==> src/rtl/sipo_pkg.sv <==
package sipo_pkg;
  // Asynchronous control pins, gathered for one shared synchronizer
  typedef struct packed {
    logic din;
    logic sclk;
    logic lclk;
    logic clr_n;
    logic oe_n;
  } pin_bundle_t;

  localparam int unsigned PIN_COUNT = $bits(pin_bundle_t);
endpackage

==> src/rtl/bit_sync.sv <==
module bit_sync #(
  parameter int unsigned W      = 1,
  parameter int unsigned STAGES = 2,
  parameter logic [W-1:0] RST_VAL = '0
) (
  input  logic         clk,
  input  logic         rst,
  input  logic [W-1:0] d,
  output logic [W-1:0] q
);
  logic [W-1:0] chain [STAGES];

  for (genvar s = 0; s < STAGES; s++) begin : g_stage
    if (s == 0) begin : g_first
      always_ff @(posedge clk) begin
        if (rst) chain[0] <= RST_VAL;
        else     chain[0] <= d;
      end
    end else begin : g_next
      always_ff @(posedge clk) begin
        if (rst) chain[s] <= RST_VAL;
        else     chain[s] <= chain[s-1];
      end
    end
  end

  assign q = chain[STAGES-1];
endmodule

==> src/rtl/rise_strobe.sv <==
module rise_strobe (
  input  logic clk,
  input  logic rst,
  input  logic lvl,
  output logic stb
);
  logic prev_q;

  always_ff @(posedge clk) begin
    if (rst) prev_q <= 1'b0;
    else     prev_q <= lvl;
  end

  assign stb = lvl & ~prev_q;

  AST_STROBE_SINGLE: assert property (@(posedge clk) disable iff (rst)
    stb |=> !stb);
  AST_PULSE_WIDTH: assert property (@(posedge clk) disable iff (rst)
    stb |=> lvl);
endmodule

==> src/rtl/shift_stage.sv <==
module shift_stage #(
  parameter int unsigned WIDTH = 8
) (
  input  logic             clk,
  input  logic             rst,
  input  logic             clr_n,
  input  logic             stb,
  input  logic             din,
  output logic [WIDTH-1:0] q
);
  always_ff @(posedge clk) begin
    if (rst)         q <= '0;
    else if (!clr_n) q <= '0;
    else if (stb)    q <= {q[WIDTH-2:0], din};
  end

  AST_CLEAR_EMPTIES: assert property (@(posedge clk) disable iff (rst)
    !clr_n |=> q == '0);
  AST_SHIFT_STEP: assert property (@(posedge clk) disable iff (rst)
    (stb && clr_n) |=> q == {$past(q[WIDTH-2:0]), $past(din)});
  AST_SHIFT_IDLE: assert property (@(posedge clk) disable iff (rst)
    (!stb && clr_n) |=> $stable(q));
endmodule

==> src/rtl/hold_latch.sv <==
module hold_latch #(
  parameter int unsigned WIDTH = 8
) (
  input  logic             clk,
  input  logic             rst,
  input  logic             stb,
  input  logic [WIDTH-1:0] d,
  output logic [WIDTH-1:0] q
);
  always_ff @(posedge clk) begin
    if (rst)      q <= '0;
    else if (stb) q <= d;
  end

  AST_LATCH_LOAD: assert property (@(posedge clk) disable iff (rst)
    stb |=> q == $past(d));
  AST_LATCH_KEEP: assert property (@(posedge clk) disable iff (rst)
    !stb |=> $stable(q));
endmodule

==> src/rtl/sipo_latch_expander.sv <==
module sipo_latch_expander
  import sipo_pkg::*;
#(
  parameter int unsigned WIDTH       = 8,
  parameter int unsigned SYNC_STAGES = 2
) (
  input  logic             clk,
  input  logic             rst,
  input  logic             ser_in,
  input  logic             shift_clk,
  input  logic             latch_clk,
  input  logic             shift_clr_n,
  input  logic             out_en_n,
  output logic [WIDTH-1:0] sink_on,
  output logic             ser_out
);
  localparam pin_bundle_t PIN_RST = '{din: 1'b0, sclk: 1'b0, lclk: 1'b0,
                                      clr_n: 1'b1, oe_n: 1'b1};

  pin_bundle_t pins_raw, pins_s;
  logic shift_stb, latch_stb;
  logic [WIDTH-1:0] shift_q, latch_q, sink_q;

  assign pins_raw = '{din: ser_in, sclk: shift_clk, lclk: latch_clk,
                      clr_n: shift_clr_n, oe_n: out_en_n};

  bit_sync #(.W(PIN_COUNT), .STAGES(SYNC_STAGES), .RST_VAL(PIN_RST)) u_sync (
    .clk(clk), .rst(rst), .d(pins_raw), .q(pins_s)
  );

  rise_strobe u_shift_edge (.clk(clk), .rst(rst), .lvl(pins_s.sclk), .stb(shift_stb));
  rise_strobe u_latch_edge (.clk(clk), .rst(rst), .lvl(pins_s.lclk), .stb(latch_stb));

  shift_stage #(.WIDTH(WIDTH)) u_shift (
    .clk(clk), .rst(rst), .clr_n(pins_s.clr_n), .stb(shift_stb),
    .din(pins_s.din), .q(shift_q)
  );

  hold_latch #(.WIDTH(WIDTH)) u_latch (
    .clk(clk), .rst(rst), .stb(latch_stb), .d(shift_q), .q(latch_q)
  );

  always_ff @(posedge clk) begin
    if (rst)              sink_q <= '0;
    else if (pins_s.oe_n) sink_q <= '0;
    else                  sink_q <= latch_q;
  end

  assign sink_on = sink_q;
  assign ser_out = shift_q[WIDTH-1];

  AST_BLANK_OUTPUTS: assert property (@(posedge clk) disable iff (rst)
    pins_s.oe_n |=> sink_on == '0);
  AST_FOLLOW_LATCH: assert property (@(posedge clk) disable iff (rst)
    !pins_s.oe_n |=> sink_on == $past(latch_q));
  AST_CASCADE_OUT: assert property (@(posedge clk) disable iff (rst)
    (shift_stb && pins_s.clr_n) |=> ser_out == $past(shift_q[WIDTH-2]));
  AST_DIN_SETUP: assert property (@(posedge clk) disable iff (rst)
    shift_stb |-> pins_s.din == $past(pins_s.din));
  AST_DIN_HOLD: assert property (@(posedge clk) disable iff (rst)
    shift_stb |=> $stable(pins_s.din));
endmodule

==> config.mk <==
export PLATFORM = sky130hd
export DESIGN_NAME = sipo_latch_expander
export DESIGN_NICKNAME = d
export VERILOG_FILES = /design/src/rtl/sipo_pkg.sv /design/src/rtl/bit_sync.sv /design/src/rtl/rise_strobe.sv /design/src/rtl/shift_stage.sv /design/src/rtl/hold_latch.sv /design/src/rtl/sipo_latch_expander.sv
export SDC_FILE = /design/constraint.sdc
export NUM_CORES = 1
export LEC_CHECK = 0
export BUFFER_PORTS_ARGS = -buffer_cell sky130_fd_sc_hd__buf_2
export CORE_UTILIZATION = 53
export CTS_CLUSTER_SIZE = 28
export DETAILED_ROUTE_END_ITERATION = 10
export PLACE_DENSITY = 0.73
export SYNTH_ARGS = -nofsm -noshare
export SYNTH_HDL_FRONTEND = slang
export SYNTH_SLANG_ARGS = --single-unit
export TNS_END_PERCENT = 10
==> constraint.sdc <==
create_clock -name clk -period 1 [get_ports clk]
set_input_delay 0.1 -clock clk [delete_from_list [all_inputs] [get_ports clk]]
set_output_delay 0.1 -clock clk [all_outputs]
set_load 0.02 [all_outputs]
; ---- Word level (Yosys, flattened, before mapping)
; Memories as Yosys holds them, arrays and structs flattened.
; Cells that the tools add are included.
[totals]
mem_bits_ro = 0
mem_count = 1
regBits = 26
latch_bits = 0
ramBits = 10
wordCells = 20
output_inout_bits = 9
[mem_list]
columns = memory, depth, word_bits, read_ports, rd_clocked_by_memory_dff, wr, line
row1 = u_sync.chain, 2, 5, 2, 0, 2, bit_sync.sv:11  ; logic [W-1:0] chain [STAGES];
[classes]
div = 0
multipliers = 0
n_shift = 0
reduce_logical = 2
n_lt_le_gt_ge = 0
addsub = 0
n_eq_ne = 0
n_mux = 5
bitwise_logic = 7
[ops]
columns = operator, count
row1 = 5-bit 2-to-1 mux, 2
row2 = 2-bit OR reduction, 2
row3 = 1-bit 2-to-1 mux, 3
row4 = 1-bit NOT, 3
row5 = 1-bit AND, 2
row6 = 1-bit bitwise OR, 2

; ---- Logic depth before layout (Yosys ltp)
[logic_depth]
word_depth = 3
mapped_depth = 4
mapped_depth_nobuf = 3

; ---- By module
; Synthesis repeated with hierarchy kept, for this count alone.
[unflattened]
cells_unflattened = 97
area_unflattened_um2 = 1218.7
[modules_own_cells]
columns = mod, instances, cells_per_inst, area_per_inst_um2
row1 = shift_stage, 1, 27, 292.8
row2 = hold_latch, 1, 26, 285.3
row3 = sipo_latch_expander, 1, 18, 282.8
row4 = bit_sync, 1, 20, 262.8
row5 = rise_strobe, 2, 3, 47.5

; ---- Worst setup path before layout
; Ideal clock, no wire load.
[synth_timing]
path_type = reg2reg
start = memory u_sync.chain[1][2] in the netlist's numbering
end = register u_latch.q[7]
arrival_time_ps = 777
slack_ps = 106
required_time_ps = 883
path_stages_with_launch = 5
synth_period_minus_slack_ps = 894
cell_sequence = dfxtp_1 > nor2b_4 > buf_6 > mux2i_1 > nor2_1
[synth_rtl]
columns = element, line
row1 = from (decl), bit_sync.sv:11
row2 = to (signal assigned), hold_latch.sv:11  ; if (rst) q <= '0;
row3 = to (signal assigned), hold_latch.sv:12  ; else if (stb) q <= d;
row4 = to (decl), hold_latch.sv:8  ; output logic [WIDTH-1:0] q

==> flow_summary.json <==
{
  "die-area_um2": 2330,
  "maxSlewHeadroom_pct": 76.9,
  "drc": 0,
  "final.min_clock_period_ps": 979,
  "grt_pass1_wl_mm": 2.44,
  "cts.sinks": 36,
  "ys_warn_count": 0,
  "ys_ff_latch": 36,
  "placed_area_um2": 1230,
  "dpl.hpwl_mm": 1.02,
  "cts_max_path_buffers": 2,
  "nets": 129,
  "io_buffers": 15,
  "cts-root-buf": "clkbuf_4",
  "ant_nets": 0,
  "layout_common_cells": "dfxtp_1, nor2_1, mux2i_1, buf_2, and2_1",
  "ys_seq_area_share_pct": 63.5,
  "start_util_pct": 57.3,
  "hold_viol": 0,
  "rsz0062_at_grt": "yes",
  "cts_tree": "built",
  "p_leak_nw": 0.630,
  "setup_violations": 0,
  "fin_util_pct": 70.5,
  "finalNonFillerCells": 150,
  "core_area_um2": 1980,
  "worst_skew_pair.late_latency_ps": 340,
  "gp_congestion": 0.670,
  "critPathTopFamily": "flip-flops",
  "hold_class": "in2reg",
  "areaGrowthSynthToFinish_pct": 23.2,
  "antenna_found_initial": 0,
  "crit_arrival_ps": 1220,
  "synth.distinct_cells": 12,
  "endpoint_kind": "flip-flop",
  "antenna_cells": 0,
  "drt-vias-per-instance": 4.51,
  "grt_max_degree": 15,
  "avgSynthCellArea_um2": 11.7,
  "outcome": "finished, final reports clean",
  "cp_slowest_cell": "dfxtp_2",
  "path_clk_slew_ps": 100,
  "path_class": "reg2reg",
  "drtIter0Drc": 2,
  "syn_inst": 97,
  "vias": 676,
  "path_cells": "nor2b_4 -> buf_12 -> mux2i_2 -> nor2_1",
  "fmax_ghz": 1.02,
  "power_density_nw_per_um2": 1830,
  "worst_pin_slew_ps": 345,
  "pin_count": 16,
  "crit_buf_inv": 1,
  "placed_cells": 136,
  "wl_per_cell_um": 10.5,
  "cap_violations": 0,
  "start_kind": "flip-flop",
  "cp_max_fo": 8,
  "layout_commonest_cell": "dfxtp_1",
  "cts_buffers": 5,
  "fp.dieH_um": 48.3,
  "die_w_um": 48.3,
  "peakVddDrop_uv": 1510,
  "max_stage_delay_ps": 340,
  "fin_crit_sh_pct": 97.9,
  "fp-row-count": 16,
  "track_usage_pct": 16.5,
  "worstPathRequired_ps": 1240,
  "finalSetupTns_ps": 0,
  "maxSlewViolCount": 0,
  "grt_pass1_vias": 562,
  "first_pass_iters": 2,
  "htree_levels": 2,
  "syn_nets": 104,
  "skew_ps": 7.16,
  "netlist_area_um2": 1130,
  "globalRoute.totalOverflow": 0,
  "fin_area_um2": 1400,
  "wl_mm": 1.57,
  "drive_above_1_share_pct": 28.5
}
-- cells in the mapped netlist (all sizes together) --
| master | instances | area, um2 |
|---|---|---|
| dfxtp | 36 | 721 |
| nor2 | 17 | 63.8 |
| mux2i | 16 | 160 |
| nor2b | 9 | 66.3 |
| and2 | 8 | 50.1 |
| buf | 5 | 36.3 |
| or2 | 4 | 25.0 |
| nand2b | 2 | 12.5 |
-- cells by family (layout without fill, tap and decap cells) --
kind of cell | count (synthesis) | count (layout) | synth area share (%)
DFF | 36 | 36 | 63.5
and+or+nand+nor | 40 | 40 | 19.2
buffers and inverters | 5 | 31 | 3.20
muxes | 16 | 16 | 14.1
-- final cells by class --
class | count | area (um2)
Clock buffer | 6 | 41.3
Timing Repair Buffer | 23 | 175
Sequential cell | 36 | 723
Multi-Input combinational cell | 56 | 389
Clock inverter | 2 | 35.0
Tap cell | 27 | 33.8
Fill cell | 151 | 584
-- worst paths after layout --
path                                                     from                        endpoint  slack [ps]  depth (start not counted)
worst min register to register  u_sync.chain[0][0]$_SDFF_PP1_   u_sync.chain[1][0]$_SDFF_PP1_         420                          1
worst max-delay path            u_sync.chain[1][2]$_SDFF_PP0_       u_latch.q[3]$_SDFFE_PP0P_          20                          4
worst min-delay path                                      rst  u_latch_edge.prev_q$_SDFF_PP0_          70                          2
worst max register to register  u_sync.chain[1][2]$_SDFF_PP0_       u_latch.q[3]$_SDFFE_PP0P_          20                          4
-- metrics by stage --
step | setup WS (ps) | hold slack (ps) | power [mW]
2_1_floorplan | 106 | 204 | 1.55
3_3_place_gp | 25.9 | 285 | 1.57
3_5_place_dp | -28.7 | 284 | 1.57
4_1_cts | 22.5 | 65.6 | 2.58
5_1_grt | -16.9 | 82.9 | 2.66
6_report | 20.6 | 69.4 | 2.55
-- report_power, final --
group,switching [mW],internal [mW]
clock,0.463,0.524
sequential,0.00714,1.45
combinational,0.0420,0.0624
total,0.512,2.04
-- layer usage --
| layer | up-vias | share of wire [%] | GRT usage [%] | wire length (um) |
|---|---|---|---|---|
| li1 | 353 | - | - | - |
| met1 | 303 | 47 | 20.0 | 737 |
| met2 | 14 | 46 | 22.9 | 717 |
| met3 | 6 | 5.0 | 10.0 | 79 |
| met4 | 0 | 2.4 | 8.33 | 37 |
| met5 | - | 0 | 0 | 0 |
-- repair_timing --
action | 4_1_cts | 5_1_grt
buffers inserted | 1 | 0
hold endpoints to repair | 5 | 0
hold buffers | 5 | 0
gates resized for setup | 1 | 4
setup endpoints to repair | 9 | 13
-- flip-flops by register name, summed over array words and instances, names as in the netlist --
register             count
u_shift.q                8
u_sync.chain            10
u_latch_edge.prev_q      1
u_shift_edge.prev_q      1
u_latch.q                8
sink_on                  8
(Power assumes the default switching activity.)
